[config.mk]
export PLATFORM = sky130hd
export DESIGN_NAME = dram_cyc_top
export DESIGN_NICKNAME = d
export VERILOG_FILES = /design/src/rtl/dram_cyc_pkg.sv /design/src/rtl/dram_cyc_seq.sv /design/src/rtl/dram_cyc_iosel.sv /design/src/rtl/dram_cyc_strobe.sv /design/src/rtl/dram_cyc_top.sv
export SDC_FILE = /design/constraint.sdc
export NUM_CORES = 1
export LEC_CHECK = 0
export BUFFER_PORTS_ARGS = -buffer_cell sky130_fd_sc_hd__buf_2
export CORE_ASPECT_RATIO = 1.2
export CORE_MARGIN = 5
export CORE_UTILIZATION = 57
export CTS_BUF_LIST = sky130_fd_sc_hd__clkbuf_2
export CTS_CLUSTER_SIZE = 24
export DETAILED_ROUTE_END_ITERATION = 16
export PLACE_DENSITY = 0.86
export SKIP_LAST_GASP = 1
export SYNTH_ARGS = -nofsm -noshare
export SYNTH_HDL_FRONTEND = slang
export SYNTH_SLANG_ARGS = --single-unit
[constraint.sdc]
create_clock -name clk -period 2.7 [get_ports clk]
set_input_delay 0.54 -clock clk [delete_from_list [all_inputs] [get_ports clk]]
set_output_delay 0.54 -clock clk [all_outputs]
set_load 0.005 [all_outputs]
[src/rtl/dram_cyc_pkg.sv]
package dram_cyc_pkg;
   typedef enum logic {
      ACC_MEM = 1'b0,
      ACC_IO  = 1'b1
   } acc_kind_e;
endpackage

[src/rtl/dram_cyc_seq.sv]
module dram_cyc_seq
   import dram_cyc_pkg::*;
#(
   parameter int HALVES = 8,
   parameter int BANK_W = 1,
   parameter int DATA_W = 8,
   parameter logic [1:0] IO_MATCH = 2'b01,
   localparam int PH_W = $clog2(HALVES)
) (
   input  logic              clk,
   input  logic              rst_n,
   input  logic              req,
   input  logic [1:0]        addr_hi,
   input  logic [BANK_W-1:0] bank_sel,
   input  logic              we,
   input  logic [DATA_W-1:0] wdata,
   output logic              active,
   output logic [PH_W-1:0]   phase,
   output acc_kind_e         kind,
   output logic [BANK_W-1:0] bank_q,
   output logic              we_q,
   output logic [DATA_W-1:0] wdata_q
);
   localparam logic [PH_W-1:0] LAST = PH_W'(HALVES - 1);

   logic start;
   assign start = req && !active;

   always_ff @(posedge clk or negedge rst_n) begin
      if (!rst_n) begin
         active  <= 1'b0;
         phase   <= '0;
         kind    <= ACC_MEM;
         bank_q  <= '0;
         we_q    <= 1'b0;
         wdata_q <= '0;
      end else if (start) begin
         active  <= 1'b1;
         phase   <= '0;
         kind    <= (addr_hi == IO_MATCH) ? ACC_IO : ACC_MEM;
         bank_q  <= bank_sel;
         we_q    <= we;
         wdata_q <= wdata;
      end else if (active) begin
         if (phase == LAST) begin
            active <= 1'b0;
            phase  <= '0;
         end else begin
            phase <= phase + 1'b1;
         end
      end
   end

   // an access ends right after its last half cycle
   p_len_end_r4: assert property (@(posedge clk) disable iff (!rst_n)
      active && phase == LAST |=> !active);
   // captured request fields hold for the whole access
   p_hold_fields_r10: assert property (@(posedge clk) disable iff (!rst_n)
      active && $past(active) |-> $stable(kind) && $stable(bank_q) && $stable(wdata_q));
   // every access begins in the first half cycle
   p_start_phase_r2: assert property (@(posedge clk) disable iff (!rst_n)
      $rose(active) |-> phase == '0);
endmodule

[src/rtl/dram_cyc_iosel.sv]
module dram_cyc_iosel
   import dram_cyc_pkg::*;
#(
   parameter int HALVES = 8,
   parameter int COL_AT = 2,
   parameter int CAS_ON = 3,
   parameter int DATA_W = 8,
   parameter logic PERIPH_LEVEL = 1'b1,
   localparam int PH_W = $clog2(HALVES)
) (
   input  logic              clk,
   input  logic              rst_n,
   input  logic              active,
   input  logic [PH_W-1:0]   phase,
   input  acc_kind_e         kind,
   input  logic              we_q,
   input  logic [DATA_W-1:0] wdata_q,
   input  logic              col_tap,
   output logic              to_periph,
   output logic [DATA_W-1:0] ctrl_reg
);
   localparam logic [PH_W-1:0] P_COL = PH_W'(COL_AT);
   localparam logic [PH_W-1:0] P_CAS = PH_W'(CAS_ON);

   logic sel_q;
   logic wr_hit;

   assign to_periph = (sel_q == PERIPH_LEVEL);
   assign wr_hit    = active && phase == P_CAS && kind == ACC_IO && !to_periph && we_q;

   always_ff @(posedge clk or negedge rst_n) begin
      if (!rst_n) begin
         sel_q <= ~PERIPH_LEVEL;
      end else if (active && phase == P_COL) begin
         sel_q <= col_tap;
      end
   end

   always_ff @(posedge clk or negedge rst_n) begin
      if (!rst_n) begin
         ctrl_reg <= '0;
      end else if (wr_hit) begin
         ctrl_reg <= wdata_q;
      end
   end

   // the select latch moves only in the column sample half cycle
   p_sel_window_r7: assert property (@(posedge clk) disable iff (!rst_n)
      !(active && phase == P_COL) |=> $stable(sel_q));
   // the register never changes outside an I/O access
   p_reg_io_only_r8: assert property (@(posedge clk) disable iff (!rst_n)
      !(active && kind == ACC_IO) |=> $stable(ctrl_reg));
endmodule

[src/rtl/dram_cyc_strobe.sv]
module dram_cyc_strobe
   import dram_cyc_pkg::*;
#(
   parameter int HALVES    = 8,
   parameter int RAS_AT    = 1,
   parameter int COL_AT    = 2,
   parameter int CAS_ON    = 3,
   parameter int CAS_LAST  = 6,
   parameter int NUM_BANKS = 2,
   parameter int BANK_W    = 1,
   localparam int PH_W = $clog2(HALVES)
) (
   input  logic                 clk,
   input  logic                 rst_n,
   input  logic                 active,
   input  logic [PH_W-1:0]      phase,
   input  acc_kind_e            kind,
   input  logic [BANK_W-1:0]    bank_q,
   input  logic                 to_periph,
   output logic                 row_sel_n,
   output logic                 ras_n,
   output logic [NUM_BANKS-1:0] cas_n,
   output logic                 perif_cs_n,
   output logic                 rdy_n
);
   localparam logic [PH_W-1:0] P_RAS  = PH_W'(RAS_AT);
   localparam logic [PH_W-1:0] P_COL  = PH_W'(COL_AT);
   localparam logic [PH_W-1:0] P_CASA = PH_W'(CAS_ON);
   localparam logic [PH_W-1:0] P_CASZ = PH_W'(CAS_LAST);
   localparam logic [PH_W-1:0] P_LAST = PH_W'(HALVES - 1);

   logic cas_win;

   assign cas_win    = active && phase >= P_CASA && phase <= P_CASZ;
   assign row_sel_n  = !(active && phase < P_COL);
   assign ras_n      = !(active && phase >= P_RAS && phase <= P_CASZ);
   assign perif_cs_n = !(cas_win && kind == ACC_IO && to_periph);
   assign rdy_n      = !(active && phase == P_LAST);

   for (genvar b = 0; b < NUM_BANKS; b++) begin : g_cas
      assign cas_n[b] = !(cas_win && kind == ACC_MEM && bank_q == BANK_W'(b));
   end

   // a column strobe only with the column address and the row strobe low
   p_cas_on_col_r3: assert property (@(posedge clk) disable iff (!rst_n)
      (cas_n != '1) |-> row_sel_n && !ras_n);
   // at most one bank strobed
   p_one_bank_r9: assert property (@(posedge clk) disable iff (!rst_n)
      $onehot0(~cas_n));
   // an I/O access never strobes a bank
   p_io_no_cas_r5: assert property (@(posedge clk) disable iff (!rst_n)
      active && kind == ACC_IO |-> cas_n == '1);
   // the peripheral enable holds steady across its window
   p_perif_steady_r6: assert property (@(posedge clk) disable iff (!rst_n)
      active && phase > P_CASA && phase <= P_CASZ && $past(active) |-> $stable(perif_cs_n));
   // ready lasts one half cycle and everything is released after it
   p_rdy_release_r4: assert property (@(posedge clk) disable iff (!rst_n)
      !rdy_n |=> rdy_n && ras_n && row_sel_n && perif_cs_n && cas_n == '1);
   // no strobe while idle
   p_idle_quiet_r1: assert property (@(posedge clk) disable iff (!rst_n)
      !active |-> row_sel_n && ras_n && rdy_n && perif_cs_n && cas_n == '1);
endmodule

[src/rtl/dram_cyc_top.sv]
module dram_cyc_top
   import dram_cyc_pkg::*;
#(
   parameter int NUM_BANKS = 2,
   parameter int DATA_W    = 8,
   parameter int ROW_HOLD  = 1,
   parameter int CAS_HOLD  = 4,
   parameter logic [1:0] IO_MATCH = 2'b01,
   parameter logic PERIPH_LEVEL = 1'b1,
   localparam int BANK_W   = $clog2(NUM_BANKS)
) (
   input  logic                 clk,
   input  logic                 rst_n,
   input  logic                 req,
   input  logic [1:0]           addr_hi,
   input  logic [BANK_W-1:0]    bank_sel,
   input  logic                 we,
   input  logic [DATA_W-1:0]    wdata,
   input  logic                 col_tap,
   output logic                 row_sel_n,
   output logic                 ras_n,
   output logic [NUM_BANKS-1:0] cas_n,
   output logic                 perif_cs_n,
   output logic                 rdy_n,
   output logic [DATA_W-1:0]    ctrl_reg
);
   localparam int RAS_AT   = 1;
   localparam int COL_AT   = RAS_AT + ROW_HOLD;
   localparam int CAS_ON   = COL_AT + 1;
   localparam int CAS_LAST = CAS_ON + CAS_HOLD - 1;
   localparam int HALVES   = CAS_LAST + 2;
   localparam int PH_W     = $clog2(HALVES);

   if (NUM_BANKS < 2) begin : g_chk_banks
      initial $error("NUM_BANKS must be at least 2");
   end
   if (ROW_HOLD < 1 || CAS_HOLD < 1) begin : g_chk_hold
      initial $error("ROW_HOLD and CAS_HOLD must be at least 1");
   end
   if (DATA_W < 1) begin : g_chk_data
      initial $error("DATA_W must be positive");
   end

   logic              active;
   logic [PH_W-1:0]   phase;
   acc_kind_e         kind;
   logic [BANK_W-1:0] bank_q;
   logic              we_q;
   logic [DATA_W-1:0] wdata_q;
   logic              to_periph;

   dram_cyc_seq #(
      .HALVES(HALVES), .BANK_W(BANK_W), .DATA_W(DATA_W), .IO_MATCH(IO_MATCH)
   ) u_seq (
      .clk(clk), .rst_n(rst_n), .req(req), .addr_hi(addr_hi),
      .bank_sel(bank_sel), .we(we), .wdata(wdata),
      .active(active), .phase(phase), .kind(kind),
      .bank_q(bank_q), .we_q(we_q), .wdata_q(wdata_q)
   );

   dram_cyc_iosel #(
      .HALVES(HALVES), .COL_AT(COL_AT), .CAS_ON(CAS_ON),
      .DATA_W(DATA_W), .PERIPH_LEVEL(PERIPH_LEVEL)
   ) u_iosel (
      .clk(clk), .rst_n(rst_n), .active(active), .phase(phase), .kind(kind),
      .we_q(we_q), .wdata_q(wdata_q), .col_tap(col_tap),
      .to_periph(to_periph), .ctrl_reg(ctrl_reg)
   );

   dram_cyc_strobe #(
      .HALVES(HALVES), .RAS_AT(RAS_AT), .COL_AT(COL_AT), .CAS_ON(CAS_ON),
      .CAS_LAST(CAS_LAST), .NUM_BANKS(NUM_BANKS), .BANK_W(BANK_W)
   ) u_strobe (
      .clk(clk), .rst_n(rst_n), .active(active), .phase(phase), .kind(kind),
      .bank_q(bank_q), .to_periph(to_periph),
      .row_sel_n(row_sel_n), .ras_n(ras_n), .cas_n(cas_n),
      .perif_cs_n(perif_cs_n), .rdy_n(rdy_n)
   );
endmodule

==> results of run 1 <==
[power by group]
| part | total [mW] | internal, mW | leakage (nW) | switching, mW |
|---|---|---|---|---|
| combinational | 0.518 | 0.305 | 0.355 | 0.213 |
| sequential | 0.673 | 0.533 | 0.298 | 0.140 |
| clock | 0.227 | 0.128 | 0.0266 | 0.0995 |
| total | 1.42 | 0.966 | 0.679 | 0.452 |
[area by class of cell]
type                       count  area [sq um]
sequential                    24         600.6
fill                         143         553.0
multi-input combinational     50         454.2
timing repair buffer          30         152.6
clock inverter                 1         30.03
tap                           19         23.77
inverter                       5         21.27
clock buffer                   3         15.01
[worst max path at each step]
stage / startpoint / to / slack [ns] / depth (start not counted)
2_1_floorplan: u_seq.phase[0]$_DFFE_PN0P_ / cas_n[0] / 0.90 / 5
5_1_grt: u_seq.phase[0]$_DFFE_PN0P_ / cas_n[0] / 0.10 / 6
3_5_place_dp: u_seq.phase[0]$_DFFE_PN0P_ / cas_n[0] / 0.68 / 6
6_report: u_seq.phase[0]$_DFFE_PN0P_ / cas_n[0] / 0.17 / 6
3_3_place_gp: u_seq.phase[0]$_DFFE_PN0P_ / cas_n[0] / 0.77 / 6
4_1_cts: u_seq.phase[0]$_DFFE_PN0P_ / cas_n[0] / 0.26 / 6
[cells in the mapped netlist (all sizes together)]
cell and number:
nand2b 2, or2b 1, nand3b 1, dfrtp 24, nor4 1, a211oi 1
o41ai 1, nand3 1, or4 1, inv 5, ha 5, mux2 19
and3 2, nand4 1, o21ai 4, nand2 5, or3 1, nor2 3
buf 3, nor2b 1
[through the flow]
| step | cells | power [mW] | worst slack [ns] | hold WS [ns] | util (%) |
|---|---|---|---|---|---|
| 4_1_cts | 132 | 1.429 | 0.2574 | 0.1449 | 70.11 |
| 3_5_place_dp | 128 | 1.201 | 0.6797 | 0.4889 | 67.68 |
| 6_report | 132 | 1.418 | 0.1709 | 0.1368 | 70.11 |
| 3_3_place_gp | 128 | 1.160 | 0.7652 | 0.4838 | 67.68 |
| 5_1_grt | 132 | 1.524 | 0.1013 | 0.1306 | 70.11 |
| 2_1_floorplan | 82 | 1.004 | 0.8970 | 0.2444 | - |
[layer usage]
metal	up-vias	global-route usage, %
li1	348	-
met1	357	16.47
met2	27	28.01
met3	2	2.828
met4	0	5.618
met5	-	0
[cell usage in the layout, fill, tap and decap left out]
| cell type | count |
|---|---|
| mux2_4 | 8 |
| dfrtp_1 | 24 |
| or4_4 | 1 |
| nand2b_1 | 2 |
| nor2b_1 | 1 |
| inv_1 | 4 |
| a211oi_1 | 1 |
| nor4_1 | 1 |
| bufinv_16 | 1 |
| nand3b_1 | 1 |
| and3_1 | 2 |
| o41ai_1 | 1 |
| nand3_1 | 1 |
| nand2_1 | 5 |
| nor2_1 | 3 |
| or2b_1 | 1 |
| clkbuf_2 | 3 |
| ha_1 | 5 |
| inv_4 | 1 |
| buf_4 | 1 |
| o21ai_0 | 4 |
| or3_1 | 1 |
| buf_2 | 29 |
| nand4_1 | 1 |
| mux2_2 | 11 |
[kinds of logic (layout without fill, tap and decap cells)]
group / Yosys count / after routing / synth area share [%]
compound gates: 6 / 6 / 3.288
fa+ha+maj: 5 / 5 / 5.669
buf+inv: 8 / 39 / 4.421
flops: 24 / 24 / 54.42
mux: 19 / 19 / 22.11
simple gates: 20 / 20 / 10.09
==> key figures, run 1 <==
Global route
  • Number of global-route vias before repair: 788
  • Grt ovf: 0
  • Global-route wire length before repair: roughly 3500 microns
  • Initial antenna violation count: 0
  • Largest net degree at the start of global routing: 25
  • Global-route usage over all layers: 15.05%

STA
  • Worst slew margin: 66.27%
  • Fin crit share: 93.67%
  • Setup violators final: 0
  • Tightest Pin Transition: 0.5059 ns
  • Final hold violations: 0
  • FMAX: 0.3954 GHz
  • Count of pins over their slew limit: 0
  • Sum Neg Setup Slack: 0 ns
  • RSZ-0062 raised after global routing: false
  • Min cycle time layout: 2.529 ns
  • Final Skew: 0.01967 ns

Critical path
  • CP Cell Sequence: ha_1 > ha_1 > a211oi_1 > nor4_1 > nand2b_1 > buf_2
  • Slowest stage delay, CP: 0.51 ns
  • Most used cell, CP: ha_1
  • Slowest cell on crit path: dfrtp_1
  • Reg2reg start: u_seq.phase[0]$_DFFE_PN0P_
  • Worst EP required: 2.16 ns
  • Crit path DAT: 1.99 ns
  • Worst r2r path cells: 5
  • Critical Path Sink Type: output pin
  • Top fanout value on the critical path: 8
  • Reg2Reg Setup Slack: 0.75 ns
  • Crit path kind: flip-flop to output pin
  • Worst r2r dst: u_iosel.ctrl_reg[0]$_DFFE_PN0P_
  • Crit path buf inv count: 1
  • CP delay by family, top: flip-flops
  • Startpoint Class: flip-flop

Power and ir drop
  • Peak supply drop: 0.6417 mV
  • Pwr dens: 1093 nW/um^2
  • Total leakage power: 0.6787 nW

Placed design
  • # port buffers: 29
  • DP Area: 1252 sq um
  • RD Place Congestion: 0.8183
  • Post-DP HPWL: 1549 microns

Drt
  • Met1 wire length: 821 microns
  • WL/cell: 15.11 microns
  • Initial DRC count: 8
  • Final wirelength: ~2000 microns
  • WL met2: 1026 microns
  • Pre-antenna DRT Iters: 4
  • DRC viols: 0
  • Drt via density: 5.561
  • Routed wl met3: ~130 microns
  • Top Metal Used: met4
  • DRT antenna net count: 0
  • Via count: 734

Die
  • Initial core utilization: 59.63%
  • Number of I/O pins: 30
  • Die width: between 50 and 60 microns
  • Die H: 58.20 microns
  • CORE AREA: ~1900 sq um
  • Std-Cell Rows: 17
  • Die Area: 2920 sq um

Run status
  • Status: completed

Clock network
  • CTS Buf Count: 3
  • Later-pin clock latency in the skew report: 0.33 ns
  • Root Buffer: clkbuf_2
  • Clk buf depth: 2
  • Reg clk slew, reported paths: 0.22 ns
  • H-tree levels: 1
  • Post-CTS resize count: 0
  • CTS tree: built
  • CTS sink count: 24
  • Cts hold-fix bufs: 0
  • Post-CTS Repair Setup Buffers: 0

Yosys
  • Synth area leaders: dfrtp_1 54%, mux2_2 11%, mux2_4 11%, ha_1 5.7%, buf_6 2.0%
  • Distinct cells, synth: 23
  • Syn Area/Cell: approximately 13 sq um
  • Area leader, netlist: dfrtp_1
  • Post-Synthesis Cells: 82
  • Syn_nets: 103
  • Synth top area share: 54.42%
  • Synthesized area: 1104 sq um
  • Post-synthesis register bit count: 24
  • Seq/Total Area, Yosys: 54.42%
  • Syn. warnings: 0

Final layout
  • Area delta synth->final: 17.57%
  • Ant diodes: 0
  • Fraction of layout cells with a size suffix above 1: 48.67%
  • Nets: about 140
  • Final instance area: 1297 sq um

Min path
  • Hold Crit Class: input pin to asynchronous set/reset pin

Flow run
  • Max-cap viol count: 0
(Power assumes the default switching activity.)
==> run 2, diff against run 1 <==
Settings changed: CORE_MARGIN 5 to 1.5, PLACE_DENSITY 0.86 to not set, PLACE_DENSITY_LB_ADDON set to 0.15.
==> run 2 against run 1 <==
Compared with the run above: sequential power shrank 1%; critical path depth is the same; final cell count is the same; critical endpoint unchanged; largest cell class unchanged; highest routed layer unchanged.
==> key figures, run 2 (synthesis results as in run 1) <==
Clock network
  • CTS tree: built
  • CTS sink count: 24 (unchanged)
  • Post-CTS resize count: 0 (unchanged)
  • Root Buffer: clkbuf_2
  • Cts hold-fix bufs: 0 (unchanged)
  • H-tree levels: 1 (unchanged)
  • CTS Buf Count: 3 (unchanged)
  • Later-pin clock latency in the skew report: 0.33 ns (about the same)
  • Post-CTS Repair Setup Buffers: 0 (unchanged)
  • Clk buf depth: 2 (unchanged)
  • Reg clk slew, reported paths: 0.22 ns (about the same)

Global route
  • Initial antenna violation count: 0 (unchanged)
  • Largest net degree at the start of global routing: 25 (unchanged)
  • Grt ovf: 0 (unchanged)
  • Global-route usage over all layers: 19.08% (+4.0 points)
  • Number of global-route vias before repair: 702 (-11%)
  • Global-route wire length before repair: 3056 microns (-11%)

Drt
  • Pre-antenna DRT Iters: 4 (unchanged)
  • DRC viols: 0 (unchanged)
  • Drt via density: 5.470 (-1.6%)
  • Initial DRC count: 8 (unchanged)
  • Via count: 722 (-1.6%)
  • Final wirelength: 1786 microns (-10%)
  • WL/cell: 13.53 microns (-10%)
  • DRT antenna net count: 0 (unchanged)

Final layout
  • Ant diodes: 0 (unchanged)
  • Highest-count cells in the layout ignoring fill and taps: 29 x buf_2, 24 x dfrtp_1, 11 x mux2_2
  • Most common cell after layout, fill and taps aside: buf_2
  • Fraction of layout cells with a size suffix above 1: 47.79% (-0.88 points)
  • Fillers: 134 (-6.3%)
  • Nets: 135 (unchanged)
  • Area delta synth->final: 15.19%

STA
  • Count of pins over their slew limit: 0 (unchanged)
  • Hold Slack: 0.1320 ns (-0.004789 ns)
  • Fin crit share: 89.44% (-4.2 points)
  • Min cycle time layout: 2.415 ns (-0.1144 ns)
  • FMAX: 0.4141 GHz (+4.7%)
  • Sum Neg Setup Slack: 0 ns (unchanged)
  • Tightest Pin Transition: 0.5130 ns (+0.007129 ns)
  • Final Skew: 0.009963 ns (-0.009710 ns)
  • Setup violators final: 0 (unchanged)
  • Worst slew margin: 65.80% (-0.48 points)
  • RSZ-0062 raised after global routing: false
  • Final hold violations: 0 (unchanged)

Critical path
  • Worst EP required: 2.16 ns (about the same)
  • Crit path DAT: 1.87 ns (-0.12 ns)
  • Critical Path Sink Type: output pin
  • Worst r2r path cells: 5 (unchanged)
  • Worst r2r dst: u_iosel.ctrl_reg[1]$_DFFE_PN0P_
  • Top fanout value on the critical path: 8 (unchanged)
  • Startpoint Class: flip-flop
  • Setup crit end: cas_n[0]
  • Crit path kind: flip-flop to output pin
  • Reg2Reg Setup Slack: 0.77 ns (+0.02 ns)
  • Critical Path Source: u_seq.phase[0]$_DFFE_PN0P_
  • Reg2reg start: u_seq.phase[0]$_DFFE_PN0P_

Power and ir drop
  • Internal Pwr Total: 0.8706 mW (-9.9%)
  • NetSw: 0.4326 mW (-4.3%)
  • Comb power frac: 38.7% (+2.2 points)
  • Switching share of power: 33.20% (+1.3 points)
  • Clock network fraction of total power: 10.3% (-5.7 points)
  • Peak supply drop: 0.5627 mV (-12%)
  • Reg power frac: 50.9% (+3.4 points)
  • Pwr dens: 1025 nW/um^2 (-6.2%)
  • Total leakage power: 0.6661 nW (-1.9%)

Die
  • Number of I/O pins: 30 (unchanged)
  • Die width: 43.17 microns (-14%)
  • Std-Cell Rows: 17 (unchanged)
  • Die H: 51.20 microns (-12%)
  • Initial core utilization: 60.33% (+0.69 points)
  • Die Area: 2210 sq um (-24%)
  • CORE AREA: 1829 sq um (-1.1%)

Run status
  • Status: completed

Flow run
  • Max-cap viol count: 0 (unchanged)

Placed design
  • Post-DP HPWL: 1340 microns (-14%)
  • # port buffers: 29 (unchanged)
  • RD Place Congestion: 0.8386 (+2.5%)

Min path
  • Hold Crit Class: input pin to asynchronous set/reset pin
## run 2: cell count changes in the layout (fill, tap and decap cells not counted)
cell / delta
bufinv_16: -1
clkinv_1: +1
## run 2: per-layer routing
metal | vias up | wire [microns] | track usage, %
met2 | 23 | 881 | 30.35
met1 | 353 | 782 | 23.58
met4 | 0 | 34 | 12.12
met3 | 4 | 88 | 3.534
met5 | - | 0 | 0
li1 | 342 | - | -
## run 2: worst min path at each step
stage               depth (start not counted)                               to  slack (ns)
floorplan                                   0  u_iosel.ctrl_reg[0]$_DFFE_PN0P_        0.24
global placement                            1  u_iosel.ctrl_reg[7]$_DFFE_PN0P_        0.48
detailed placement                          1  u_iosel.ctrl_reg[5]$_DFFE_PN0P_        0.49
CTS                                         1  u_iosel.ctrl_reg[5]$_DFFE_PN0P_        0.14
global route                                1  u_iosel.ctrl_reg[4]$_DFFE_PN0P_        0.14
finish                                      1  u_iosel.ctrl_reg[5]$_DFFE_PN0P_        0.13
## run 2: worst max-delay path: stages, from the launching register on
cell and delay (ns):
dfrtp_1 0.51, ha_1 0.26, ha_1 0.20, a211oi_1 0.28, nor4_1 0.11, nand2b_1 0.08
buf_2 0.10
## run 2: through the flow
| step | setup WS (ns) | power [mW] | instance area (sq um) | util [%] | cells |
|---|---|---|---|---|---|
| 2_1_floorplan | 0.8970 | 1.004 | 1104 | - | 82 |
| 3_3_place_gp | 0.7454 | 1.156 | 1252 | 68.47 | 128 |
| 3_5_place_dp | 0.6947 | 1.185 | 1252 | 68.47 | 128 |
| 4_1_cts | 0.2741 | 1.316 | 1271 | 69.49 | 132 |
| 5_1_grt | 0.1420 | 1.412 | 1271 | 69.49 | 132 |
| 6_report | 0.2852 | 1.303 | 1271 | 69.49 | 132 |
## run 2: area by class of cell
| class | instances | area [sq um] | share of cell area, % |
|---|---|---|---|
| Tap cell | 19 | 23.77 | 1.870 |
| Clock buffer | 3 | 15.01 | 1.181 |
| Clock inverter | 1 | 3.754 | 0.2953 |
| Multi-Input combinational cell | 50 | 454.2 | 35.73 |
| Inverter | 5 | 21.27 | 1.673 |
| Sequential cell | 24 | 600.6 | 47.24 |
| Timing Repair Buffer | 30 | 152.6 | 12.01 |
## run 2: power by group through the flow
stage	registers, mW	logic [mW]	clock network, mW
floorplan	0.642	0.363	0
global placement	0.663	0.493	0
detailed placement	0.674	0.511	0
CTS	0.665	0.511	0.140
global route	0.692	0.568	0.151
finish	0.664	0.505	0.135
